## src/rtl/bank_pkg.sv

```systemverilog
package bank_pkg;
  localparam int ADDR_W    = 16;
  localparam int DATA_W    = 8;
  localparam int PRIM_W    = 5;
  localparam int SEC_W     = 2;
  localparam int ROM_OFS_W = 14;
  localparam int RAM_OFS_W = 13;
  localparam int ROM_ADDR_W = SEC_W + PRIM_W + ROM_OFS_W;
  localparam int RAM_ADDR_W = SEC_W + RAM_OFS_W;
  localparam logic [3:0] RAM_KEY = 4'hA;

  // Region codes taken from cpuAddr[14:13] inside the lower 32 kB
  typedef enum logic [1:0] {
    REG_RAMEN = 2'b00,
    REG_PRIM  = 2'b01,
    REG_SEC   = 2'b10,
    REG_MODE  = 2'b11
  } regSel_e;

  typedef struct packed {
    logic              ldRamEn;
    logic              ldPrim;
    logic              ldSec;
    logic              ldMode;
    logic              ramEnVal;
    logic [PRIM_W-1:0] primVal;
    logic [SEC_W-1:0]  secVal;
    logic              modeVal;
  } bankStrobe_t;
endpackage

```

## src/rtl/bank_ctrl.sv

```systemverilog
module bank_ctrl
  import bank_pkg::*;
(
  input  logic              clk,
  input  logic              rstN,
  input  logic [2:0]        cpuAddrHi,
  input  logic [DATA_W-1:0] cpuDataIn,
  input  logic              wrStrobe,
  input  logic              cartSel,
  output bankStrobe_t       stb
);
  logic wrPrev;
  logic wrEdge;
  logic anyLoad;
  logic unusedBits;

  always_ff @(posedge clk or negedge rstN) begin
    if (!rstN) wrPrev <= 1'b0;
    else       wrPrev <= wrStrobe;
  end

  // Only the lower 32 kB carries control registers
  assign wrEdge = wrStrobe & ~wrPrev & cartSel & ~cpuAddrHi[2];
  assign unusedBits = &{1'b0, cpuDataIn[DATA_W-1:PRIM_W]};

  always_comb begin
    stb          = '0;
    stb.ldRamEn  = wrEdge && (regSel_e'(cpuAddrHi[1:0]) == REG_RAMEN);
    stb.ldPrim   = wrEdge && (regSel_e'(cpuAddrHi[1:0]) == REG_PRIM);
    stb.ldSec    = wrEdge && (regSel_e'(cpuAddrHi[1:0]) == REG_SEC);
    stb.ldMode   = wrEdge && (regSel_e'(cpuAddrHi[1:0]) == REG_MODE);
    stb.ramEnVal = (cpuDataIn[3:0] == RAM_KEY);
    stb.primVal  = (cpuDataIn[PRIM_W-1:0] == '0) ? PRIM_W'(1) : cpuDataIn[PRIM_W-1:0];
    stb.secVal   = cpuDataIn[SEC_W-1:0];
    stb.modeVal  = cpuDataIn[0];
  end

  assign anyLoad = stb.ldRamEn | stb.ldPrim | stb.ldSec | stb.ldMode;

  AST_ONE_LOAD: assert property (@(posedge clk) disable iff (!rstN)
    $onehot0({stb.ldRamEn, stb.ldPrim, stb.ldSec, stb.ldMode}));
  AST_NO_LOAD_DESELECTED: assert property (@(posedge clk) disable iff (!rstN)
    !cartSel |-> !anyLoad);
  AST_SINGLE_PULSE: assert property (@(posedge clk) disable iff (!rstN)
    anyLoad |=> !anyLoad);
  AST_NO_LOAD_HIGH: assert property (@(posedge clk) disable iff (!rstN)
    cpuAddrHi[2] |-> !anyLoad);
endmodule

```

## src/rtl/bank_dp.sv

```systemverilog
module bank_dp
  import bank_pkg::*;
(
  input  logic                  clk,
  input  logic                  rstN,
  input  logic [ADDR_W-1:0]     cpuAddr,
  input  logic                  cartSel,
  input  bankStrobe_t           stb,
  output logic [ROM_ADDR_W-1:0] romAddr,
  output logic [RAM_ADDR_W-1:0] ramAddr,
  output logic                  romSel,
  output logic                  ramSel,
  output logic [SEC_W-1:0]      gpOut
);
  logic [PRIM_W-1:0] primBank;
  logic [SEC_W-1:0]  secBank;
  logic              ramEn;
  logic              modeRam;
  logic [SEC_W-1:0]  romHi;
  logic [SEC_W-1:0]  ramBank;
  logic              inRamWin;

  always_ff @(posedge clk or negedge rstN) begin
    if (!rstN) begin
      primBank <= PRIM_W'(1);
      secBank  <= '0;
      ramEn    <= 1'b0;
      modeRam  <= 1'b0;
    end else begin
      if (stb.ldPrim)  primBank <= stb.primVal;
      if (stb.ldSec)   secBank  <= stb.secVal;
      if (stb.ldRamEn) ramEn    <= stb.ramEnVal;
      if (stb.ldMode)  modeRam  <= stb.modeVal;
    end
  end

  assign romHi   = modeRam ? '0 : secBank;
  assign ramBank = modeRam ? secBank : '0;
  assign gpOut   = modeRam ? secBank : '0;

  always_comb begin
    if (cpuAddr[ROM_OFS_W])
      romAddr = {romHi, primBank, cpuAddr[ROM_OFS_W-1:0]};
    else
      romAddr = {{(SEC_W+PRIM_W){1'b0}}, cpuAddr[ROM_OFS_W-1:0]};
  end

  assign ramAddr  = {ramBank, cpuAddr[RAM_OFS_W-1:0]};
  assign inRamWin = (cpuAddr[ADDR_W-1:RAM_OFS_W] == 3'b101);
  assign romSel   = cartSel & ~cpuAddr[ADDR_W-1];
  assign ramSel   = cartSel & ramEn & inRamWin;

  AST_PRIM_NONZERO: assert property (@(posedge clk) disable iff (!rstN)
    primBank != '0);
  AST_PRIM_HOLD: assert property (@(posedge clk) disable iff (!rstN)
    !stb.ldPrim |=> $stable(primBank));
  AST_SEC_HOLD: assert property (@(posedge clk) disable iff (!rstN)
    !stb.ldSec |=> $stable(secBank));
  AST_GP_MODE0: assert property (@(posedge clk) disable iff (!rstN)
    !modeRam |-> (gpOut == '0));
  AST_TOP_SILENT: assert property (@(posedge clk) disable iff (!rstN)
    (cpuAddr >= 16'hFE00) |-> (!romSel && !ramSel));
  AST_RAMSEL_ENABLED: assert property (@(posedge clk) disable iff (!rstN)
    ramSel |-> ramEn);
endmodule

```

## src/rtl/cart_bank_ctrl.sv

```systemverilog
module cart_bank_ctrl
  import bank_pkg::*;
(
  input  logic                  clk,
  input  logic                  rstN,
  input  logic [ADDR_W-1:0]     cpuAddr,
  input  logic [DATA_W-1:0]     cpuDataIn,
  input  logic                  wrStrobe,
  input  logic                  cartSel,
  output logic [ROM_ADDR_W-1:0] romAddr,
  output logic [RAM_ADDR_W-1:0] ramAddr,
  output logic                  romSel,
  output logic                  ramSel,
  output logic [SEC_W-1:0]      gpOut
);
  bankStrobe_t stb;

  bank_ctrl u_ctrl (
    .clk       (clk),
    .rstN      (rstN),
    .cpuAddrHi (cpuAddr[ADDR_W-1:RAM_OFS_W]),
    .cpuDataIn (cpuDataIn),
    .wrStrobe  (wrStrobe),
    .cartSel   (cartSel),
    .stb       (stb)
  );

  bank_dp u_dp (
    .clk     (clk),
    .rstN    (rstN),
    .cpuAddr (cpuAddr),
    .cartSel (cartSel),
    .stb     (stb),
    .romAddr (romAddr),
    .ramAddr (ramAddr),
    .romSel  (romSel),
    .ramSel  (ramSel),
    .gpOut   (gpOut)
  );
endmodule

```

## config.mk

```make
export PLATFORM = sky130hd
export DESIGN_NAME = cart_bank_ctrl
export DESIGN_NICKNAME = d
export VERILOG_FILES = /design/src/rtl/bank_pkg.sv /design/src/rtl/bank_ctrl.sv /design/src/rtl/bank_dp.sv /design/src/rtl/cart_bank_ctrl.sv
export SDC_FILE = /design/constraint.sdc
export NUM_CORES = 1
export LEC_CHECK = 0
export ABC_CLOCK_PERIOD_IN_PS = 3200
export BUFFER_PORTS_ARGS = -buffer_cell sky130_fd_sc_hd__buf_2
export CAP_MARGIN = 40
export CELL_PAD_IN_SITES_DETAIL_PLACEMENT = 1
export CELL_PAD_IN_SITES_GLOBAL_PLACEMENT = 1
export CORE_MARGIN = 8
export CORE_UTILIZATION = 27
export CTS_BUF_LIST = sky130_fd_sc_hd__clkbuf_4 sky130_fd_sc_hd__clkbuf_8 sky130_fd_sc_hd__clkbuf_16
export DETAILED_ROUTE_END_ITERATION = 7
export HOLD_SLACK_MARGIN = 0.12
export PLACE_DENSITY_LB_ADDON = 0.08
export RECOVER_POWER = 100
export SETUP_SLACK_MARGIN = 0.15
export SLEW_MARGIN = 20
export SYNTH_ARGS = -nofsm -noshare
export SYNTH_HDL_FRONTEND = slang
export SYNTH_SLANG_ARGS = --single-unit
```

## constraint.sdc

```tcl
create_clock -name clk -period 3.2 [get_ports clk]
set_input_delay 0 -clock clk [delete_from_list [all_inputs] [get_ports clk]]
set_output_delay 0 -clock clk [all_outputs]
set_load 0.01 [all_outputs]
```

==> results of run 1 <==
-- metal layers --
metal | track usage [%] | wire length [um]
met3 | 3.23 | 190
met5 | 0 | 0
met4 | 4.26 | 33
met1 | 7.83 | 723
met2 | 12.5 | 807
-- metrics by stage --
stage | instances | hold WS (ps)
2_1_floorplan | 71 | -296
3_3_place_gp | 97 | -114
3_5_place_dp | 97 | -115
4_1_cts | 122 | 130
5_1_grt | 122 | 214
6_report | 122 | 178
-- layout make-up --
| cell class | instances | area, um^2 | share of cell area (%) |
|---|---|---|---|
| Sequential cell | 10 | 251 | 28.0 |
| Multi-Input combinational cell | 30 | 249 | 27.8 |
| Inverter | 1 | 3.75 | 0.418 |
| Timing Repair Buffer | 46 | 318 | 35.4 |
| Tap cell | 31 | 38.8 | 4.32 |
| Clock buffer | 4 | 36.3 | 4.04 |
-- sequential cells by signal, summed over array words and instances (netlist names) --
name	count
u_ctrl.wrPrev	1
u_dp.modeRam	1
u_dp.primBank	5
u_dp.ramEn	1
u_dp.secBank	2
-- synthesized netlist by cell type --
library cell / n / area share (%)
and4bb_4: 1 / 2.2
inv_1: 1 / 0.50
nand2_1: 1 / 0.50
nor4bb_1: 1 / 1.3
and2b_1: 1 / 1.0
and3b_1: 2 / 2.3
dfrtp_1: 9 / 30
nand3b_2: 1 / 1.5
mux2_4: 4 / 8.0
buf_4: 29 / 29
and2_1: 7 / 5.8
mux2i_1: 1 / 1.3
nor4_1: 1 / 0.83
mux2_2: 4 / 6.0
nor2_1: 2 / 1.0
clkbuf_1: 1 / 0.50
nand3_1: 2 / 1.3
nand3b_4: 1 / 2.7
dfstp_2: 1 / 3.5
nor3b_1: 1 / 1.0
-- cell families (layout without fill, tap and decap cells) --
logic type	count (synthesis)	after routing	synth area share [%]
muxes	9	9	15.3
DFF	10	10	33.4
and+or+nand+nor	21	21	21.4
buffers and inverters	31	51	29.9
-- worst register-to-register path: stages (launching register included) --
cell and delay, ps:
dfrtp_1 350, and4bb_1 350, nand3b_1 260, mux2_1 390
-- power by group through the flow --
| stage | combinational (mW) | sequential (mW) | clock [mW] |
|---|---|---|---|
| detailed placement | 0.0846 | 0.163 | 0 |
| floorplan | 0.0887 | 0.159 | 0 |
| finish | 0.103 | 0.160 | 0.114 |
| CTS | 0.118 | 0.161 | 0.121 |
| global route | 0.115 | 0.163 | 0.128 |
| global placement | 0.0838 | 0.162 | 0 |
-- path summary, 6_finish.rpt --
check                                 start  slack, ps  cells past startpoint                to
max                           u_ctrl.wrPrev       1740                      3  u_dp.primBank[1]
max reg2reg                   u_ctrl.wrPrev       1740                      3  u_dp.primBank[1]
max in group asynchronous              rstN       2570                      2     u_ctrl.wrPrev
min reg2reg                u_dp.primBank[0]        470                      2  u_dp.primBank[0]
min in group asynchronous              rstN        240                      2  u_dp.primBank[4]
min                             cpuAddr[14]        180                      3      u_dp.modeRam
==> impl_metrics.ini, run 1 <==
[outcome]
status = complete, no violations

[finish]
final_area_um2 = 897
utilization_pct = 33.1
nNetsFinal = 120
drive_gt1_share_pct = 24.2
layout_common_cells = 21 x dlygate4sd3_1, 14 x clkbuf_1, 11 x buf_2, 9 x dfrtp_1, 5 x and2_1
nFillCells = 325
antenna_cells = 0
final_common_cell = dlygate4sd3_1
syn2layout_area_growth_pct = 19.1

[pwr]
design_power_total_mw = 0.378
swShare_pct = 28.3
vdd_ir_drop_max_v = 0.000218
internal_power_mw = 0.271
clkPwrFrac_pct = 30.2
leakage_nw = 0.422
power.density_nw_per_um2 = 421
power_frac_seq_pct = 42.5
p_comb_share_pct = 27.3
p_sw_mw = 0.107

[placement]
hpwl_um = 1260
placed_area_um2 = 696
place_congestion = 0.644
post-place-ws_ps = 1900
port_buffers = 25

[die]
core_area_um2 = 2710
rows = 19
die_x_um = 68.8
die_area_um2 = 4740
start_util_pct = 27.8
io_pins = 68
die_height_um = 68.8

[grt]
grt_pass1_vias = 589
grtUsageTotal_pct = 7.53
antenna_found_initial = 0
grt_pass1_wl_um = 2590
overflow = 0
grt_max_degree = 13

[sta]
setup_violations = 0
max_freq_mhz = 684
grt_setup_unrepaired = false
post-route-period-util_pct = 45.7
fin_skew_ps = 3.42
slew_headroom_pct = 60.6
period_needed_ps = 1460
final.setup.tns_ps = 0
worst_pin_slew_ps = 591
final_hold_viol_count = 0
post-route-worst-setup-slack_ps = 1740
slew_violations = 0

[hold_path]
hp-class = in2reg

[route]
wl_per_cell_um = 14.4
drc = 0
drt_iter0_drc = 5
vias = 513
antenna_left = 0
first_pass_iters = 4
routed_wl_um = 1760
via_per_inst = 4.20

[setup_path]
crit_chain = and4bb_1 > nand3b_1 > mux2_1
crit_type = reg2reg
cp_num_buf_inv = 0
crit_path_max_incr_delay_ps = 390
critPathTopFamily = simple AND/OR/NAND/NOR gates
crit_required_ps = 3350
endpoint_kind = flip-flop
worst-endpoint-arrival_ps = 1610
startpoint_type = flip-flop
crit_path_max_fanout = 5
critPathSlowestCell = mux2_1

[clock_network]
cts_tree = built
path_clk_slew_ps = 70
ctsResizeCount = 0
cts_inserted_buffers = 3
htree_levels = 1
ctsHoldBuffers = 21
clk-insertion-delay-late_ps = 260
cts_buffer_depth = 2
cts.sinks = 10
cts_setup_buffers = 0
cts_root_buffer = clkbuf_4

[synthesis]
avgSynthCellArea_um2 = 10.6
seq_area_frac_synth_pct = 33.4
syn_nets = 99
synth_cells = 71
synth_seq_cells = 10
synth_area_um2 = 753
synth_cell_type_count = 20
yosysWarningCount = 0

[run]
maxCapViolCount = 0
No activity file was read; power rests on OpenSTA's default activity.
==> run 2, diff against run 1 <==
--- a/config.mk
+++ b/config.mk
@@ -5,13 +5,13 @@
 export SDC_FILE = /design/constraint.sdc
 export NUM_CORES = 1
 export LEC_CHECK = 0
-export ABC_CLOCK_PERIOD_IN_PS = 3200
+export ABC_CLOCK_PERIOD_IN_PS = 1420
 export BUFFER_PORTS_ARGS = -buffer_cell sky130_fd_sc_hd__buf_2
 export CAP_MARGIN = 40
 export CELL_PAD_IN_SITES_DETAIL_PLACEMENT = 1
 export CELL_PAD_IN_SITES_GLOBAL_PLACEMENT = 1
 export CORE_MARGIN = 8
-export CORE_UTILIZATION = 27
+export CORE_UTILIZATION = 25
 export CTS_BUF_LIST = sky130_fd_sc_hd__clkbuf_4 sky130_fd_sc_hd__clkbuf_8 sky130_fd_sc_hd__clkbuf_16
 export DETAILED_ROUTE_END_ITERATION = 7
 export HOLD_SLACK_MARGIN = 0.12
==> constraint.sdc (replaced) <==
create_clock -name clk -period 1.42 [get_ports clk]
set_input_delay 0 -clock clk [delete_from_list [all_inputs] [get_ports clk]]
set_output_delay 0 -clock clk [all_outputs]
set_load 0.01 [all_outputs]
==> impl_metrics.ini, run 2 (synthesized netlist as in run 1, its figures left out) <==
[outcome]
status = complete, no violations

[pwr]
vdd_ir_drop_max_v = 0.000283
p_comb_share_pct = 27.3
clkPwrFrac_pct = 30.1
power.density_nw_per_um2 = 934
swShare_pct = 28.6
leakage_nw = 0.435
p_sw_mw = 0.243
internal_power_mw = 0.607
power_frac_seq_pct = 42.6

[route]
wl_per_cell_um = 14.9
routed_wl_um = 1850
vias = 531
antenna_left = 0
drc = 0
via_per_inst = 4.28
first_pass_iters = 2
drt_iter0_drc = 23

[sta]
hold_slack_ps = 144
slew_headroom_pct = 59.1
slew_violations = 0
post-route-worst-setup-slack_ps = 159
post-route-period-util_pct = 88.8
setup_violations = 0
final_hold_viol_count = 0
max_freq_mhz = 793
fin_skew_ps = 6.93
grt_setup_unrepaired = true
worst_pin_slew_ps = 614
period_needed_ps = 1260
final.setup.tns_ps = 0

[setup_path]
endpoint_kind = flip-flop
worst-endpoint-arrival_ps = 1410
crit_path_max_fanout = 5
crit_path_max_incr_delay_ps = 360
crit_required_ps = 1570
crit_chain = and4bb_4 > nand3b_4 > mux2_1
critPathSlowestCell = dfrtp_1
crit_type = reg2reg
startpoint_type = flip-flop

[finish]
nNetsFinal = 120
final_area_um2 = 910
top_register = u_dp.primBank
antenna_cells = 0
final_common_cell = dlygate4sd3_1
drive_gt1_share_pct = 26.4
largestRegisters = u_dp.primBank (5), u_dp.secBank (2)
utilization_pct = 30.8
syn2layout_area_growth_pct = 20.8
layout_common_cells = 20 x dlygate4sd3_1, 14 x clkbuf_1, 11 x buf_2, 9 x dfrtp_1, 5 x and2_1
largest_register_ff_count = 5

[grt]
grt_max_degree = 13
overflow = 0
grtUsageTotal_pct = 7.68
antenna_found_initial = 0
grt_pass1_vias = 632
grt_pass1_wl_um = 3130

[clock_network]
ctsResizeCount = 0
htree_levels = 1
cts_inserted_buffers = 3
cts_root_buffer = clkbuf_4
cts.sinks = 10
path_clk_slew_ps = 70
cts_tree = built
cts_buffer_depth = 2
clk-insertion-delay-late_ps = 260

[hold_path]
hp-class = in2reg

[die]
die_area_um2 = 5030
die_x_um = 70.9
core_area_um2 = 2950
start_util_pct = 25.5
io_pins = 68
rows = 20
die_height_um = 70.9

[placement]
port_buffers = 25
placed_area_um2 = 698
place_congestion = 0.645
post-place-ws_ps = 110

[run]
maxCapViolCount = 0
run 2: cell types whose count changed in the layout (fill, tap and decap cells not counted):
cell,change
and4bb_1,-1
and4bb_4,+1
clkbuf_4,+1
dlygate4sd3_1,-1
mux2_1,+1
mux2_4,-1
nand3b_1,-1
nand3b_4,+1
run 2: worst paths after layout:
path	cells past startpoint	start	to	slack [ps]
max	3	u_ctrl.wrPrev	u_dp.primBank[4]	160
min	3	cpuAddr[13]	u_dp.modeRam	140
max reg2reg	3	u_ctrl.wrPrev	u_dp.primBank[4]	160
min reg2reg	2	u_dp.primBank[0]	u_dp.primBank[0]	480
max in group asynchronous	2	rstN	u_ctrl.wrPrev	760
min in group asynchronous	2	rstN	u_dp.primBank[1]	250
run 2: cell type report:
cell class              instances  area (um^2)
inverters                       1         3.75
repair buffers                 46          315
well taps                      33         41.3
multi-input cells              30          262
clock buffers                   4         36.3
flip-flops and latches         10          251
fillers                       355         2040
run 2: metal layers:
| metal | track usage, % | up-vias | share of wire (%) |
|---|---|---|---|
| li1 | - | 245 | - |
| met1 | 8.43 | 249 | 40 |
| met2 | 11.7 | 35 | 47 |
| met3 | 4.24 | 2 | 13 |
| met4 | 3.70 | 0 | 0.65 |
| met5 | 0 | - | 0 |
run 2: stage by stage:
stage          cells  power (mW)
2_1_floorplan     71       0.558
3_3_place_gp      99       0.557
3_5_place_dp      99       0.559
4_1_cts          124       0.904
5_1_grt          124       0.914
6_report         124       0.850
run 2: repair_timing:
item | in CTS | in global routing
buffers inserted | 1 | 0
hold buffers | 20 | 0
pin swaps | 1 | 0
hold endpoints to repair | 45 | 0
setup endpoints to repair | 4 | 5
run 2: power groups by stage:
stage	Sequential [mW]	Combinational (mW)	Clock, mW
after floorplan	0.359	0.200	0
after global placement	0.367	0.190	0
after detailed placement	0.368	0.191	0
after CTS	0.363	0.265	0.276
after global routing	0.370	0.256	0.287
final	0.362	0.232	0.256
run 2: worst max-delay path, delay by kind of cell (launching register included):
family / cells / cell delay, ps
flops: 1 / 360
mux: 1 / 330
simple gates: 2 / 460
==> run 3, diff against run 2 <==
--- a/config.mk
+++ b/config.mk
@@ -15,7 +15,7 @@
 export CTS_BUF_LIST = sky130_fd_sc_hd__clkbuf_4 sky130_fd_sc_hd__clkbuf_8 sky130_fd_sc_hd__clkbuf_16
 export DETAILED_ROUTE_END_ITERATION = 7
 export HOLD_SLACK_MARGIN = 0.12
-export PLACE_DENSITY_LB_ADDON = 0.08
+export PLACE_DENSITY_LB_ADDON = 0.1
 export RECOVER_POWER = 100
 export SETUP_SLACK_MARGIN = 0.15
 export SLEW_MARGIN = 20
==> impl_metrics.ini, run 3 (synthesized netlist as in run 1, its figures left out) <==
[sta]
max_freq_mhz = 781
final.setup.tns_ps = 0
fin_skew_ps = 4.07
hold_slack_ps = 205
worst_pin_slew_ps = 596
setup_violations = 0
slew_violations = 0
post-route-period-util_pct = 90.1
period_needed_ps = 1280
slew_headroom_pct = 60.2
grt_setup_unrepaired = true
post-route-worst-setup-slack_ps = 140
final_hold_viol_count = 0

[grt]
grtUsageTotal_pct = 7.13
grt_max_degree = 13
overflow = 0
grt_pass1_vias = 584
antenna_found_initial = 0
grt_pass1_wl_um = 2900

[setup_path]
startpoint_type = flip-flop
crit_path_max_fanout = 5
crit_required_ps = 1560
endpoint_kind = flip-flop
crit_type = reg2reg
worst-endpoint-arrival_ps = 1420

[die]
core_area_um2 = 2950
start_util_pct = 25.5
die_height_um = 70.9
io_pins = 68
rows = 20
die_area_um2 = 5030
die_x_um = 70.9

[placement]
port_buffers = 25
placed_area_um2 = 698
post-place-ws_ps = 116
place_congestion = 0.625

[finish]
largestRegisters = u_dp.primBank (5), u_dp.secBank (2)
syn2layout_area_growth_pct = 20.8
final_area_um2 = 910
antenna_cells = 0
largest_register_ff_count = 5
nNetsFinal = 120
final_common_cell = dlygate4sd3_1
drive_gt1_share_pct = 26.4
top_register = u_dp.primBank
layout_common_cells = 20 x dlygate4sd3_1, 14 x clkbuf_1, 11 x buf_2, 9 x dfrtp_1, 5 x and2_1

[route]
vias = 525
drc = 0
via_per_inst = 4.23
drt_iter0_drc = 6
wl_per_cell_um = 14.4
routed_wl_um = 1780
antenna_left = 0
first_pass_iters = 2

[pwr]
swShare_pct = 28.3
leakage_nw = 0.435
internal_power_mw = 0.607
clkPwrFrac_pct = 29.9
power.density_nw_per_um2 = 931
p_sw_mw = 0.240
p_comb_share_pct = 27.3
vdd_ir_drop_max_v = 0.000480
power_frac_seq_pct = 42.8

[clock_network]
htree_levels = 1
cts_inserted_buffers = 3
cts_buffer_depth = 2
cts_root_buffer = clkbuf_4
cts.sinks = 10
clk-insertion-delay-late_ps = 260
path_clk_slew_ps = 70
cts_tree = built

[hold_path]
hp-class = in2reg

[run]
maxCapViolCount = 0

[outcome]
status = complete, no violations
-- run 3: through the flow --
| stage | util (%) | power [mW] | instances |
|---|---|---|---|
| final | 30.8 | 0.847 | 124 |
| after global routing | 30.8 | 0.902 | 124 |
| after CTS | 31.9 | 0.890 | 124 |
| after floorplan | - | 0.558 | 71 |
| after detailed placement | 23.6 | 0.560 | 99 |
| after global placement | 23.6 | 0.557 | 99 |
-- run 3: power groups by stage --
stage	registers, mW	clock network (mW)	logic, mW
after floorplan	0.359	0	0.200
after global placement	0.366	0	0.191
after detailed placement	0.368	0	0.192
after CTS	0.363	0.262	0.265
after global routing	0.369	0.279	0.254
final	0.362	0.253	0.231
-- run 3: layer usage --
metal / up-vias / share of wire, % / track usage (%)
li1: 248 / - / -
met1: 232 / 43 / 8.03
met2: 43 / 44 / 10.8
met3: 2 / 11 / 2.82
met4: 0 / 2.0 / 4.85
met5: - / 0 / 0
-- run 3: worst paths after layout --
path | from | slack (ps) | cells past startpoint | to
hold reg to reg | u_dp.primBank[0] | 470 | 2 | u_dp.primBank[0]
max in group asynchronous | rstN | 780 | 2 | u_dp.primBank[1]
setup reg to reg | u_ctrl.wrPrev | 140 | 3 | u_dp.primBank[4]
min in group asynchronous | rstN | 250 | 2 | u_dp.primBank[2]
hold / removal | cpuAddr[14] | 200 | 3 | u_dp.modeRam
setup / recovery | u_ctrl.wrPrev | 140 | 3 | u_dp.primBank[4]
-- run 3: worst max-delay path, cell delays in order (launching register included) --
cell and delay (ps):
dfrtp_1 360, and4bb_4 340, nand3b_4 120, mux2_1 330
-- run 3: repair_timing --
| item | 4_1_cts | 5_1_grt |
|---|---|---|
| setup endpoints to repair | 4 | 5 |
| endpoints found under the hold margin | 45 | 0 |
| hold buffers | 20 | 0 |
| gates cloned | 0 | 0 |
| buffers inserted | 1 | 0 |
| pin swaps | 1 | 0 |
| gates resized for setup | 0 | 0 |
-- run 3: cell type report --
class | count | area, um^2
fill | 345 | 2040
timing repair buffer | 46 | 315
multi-input combinational | 30 | 262
sequential | 10 | 251
tap | 33 | 41.3
clock buffer | 4 | 36.3
inverter | 1 | 3.75
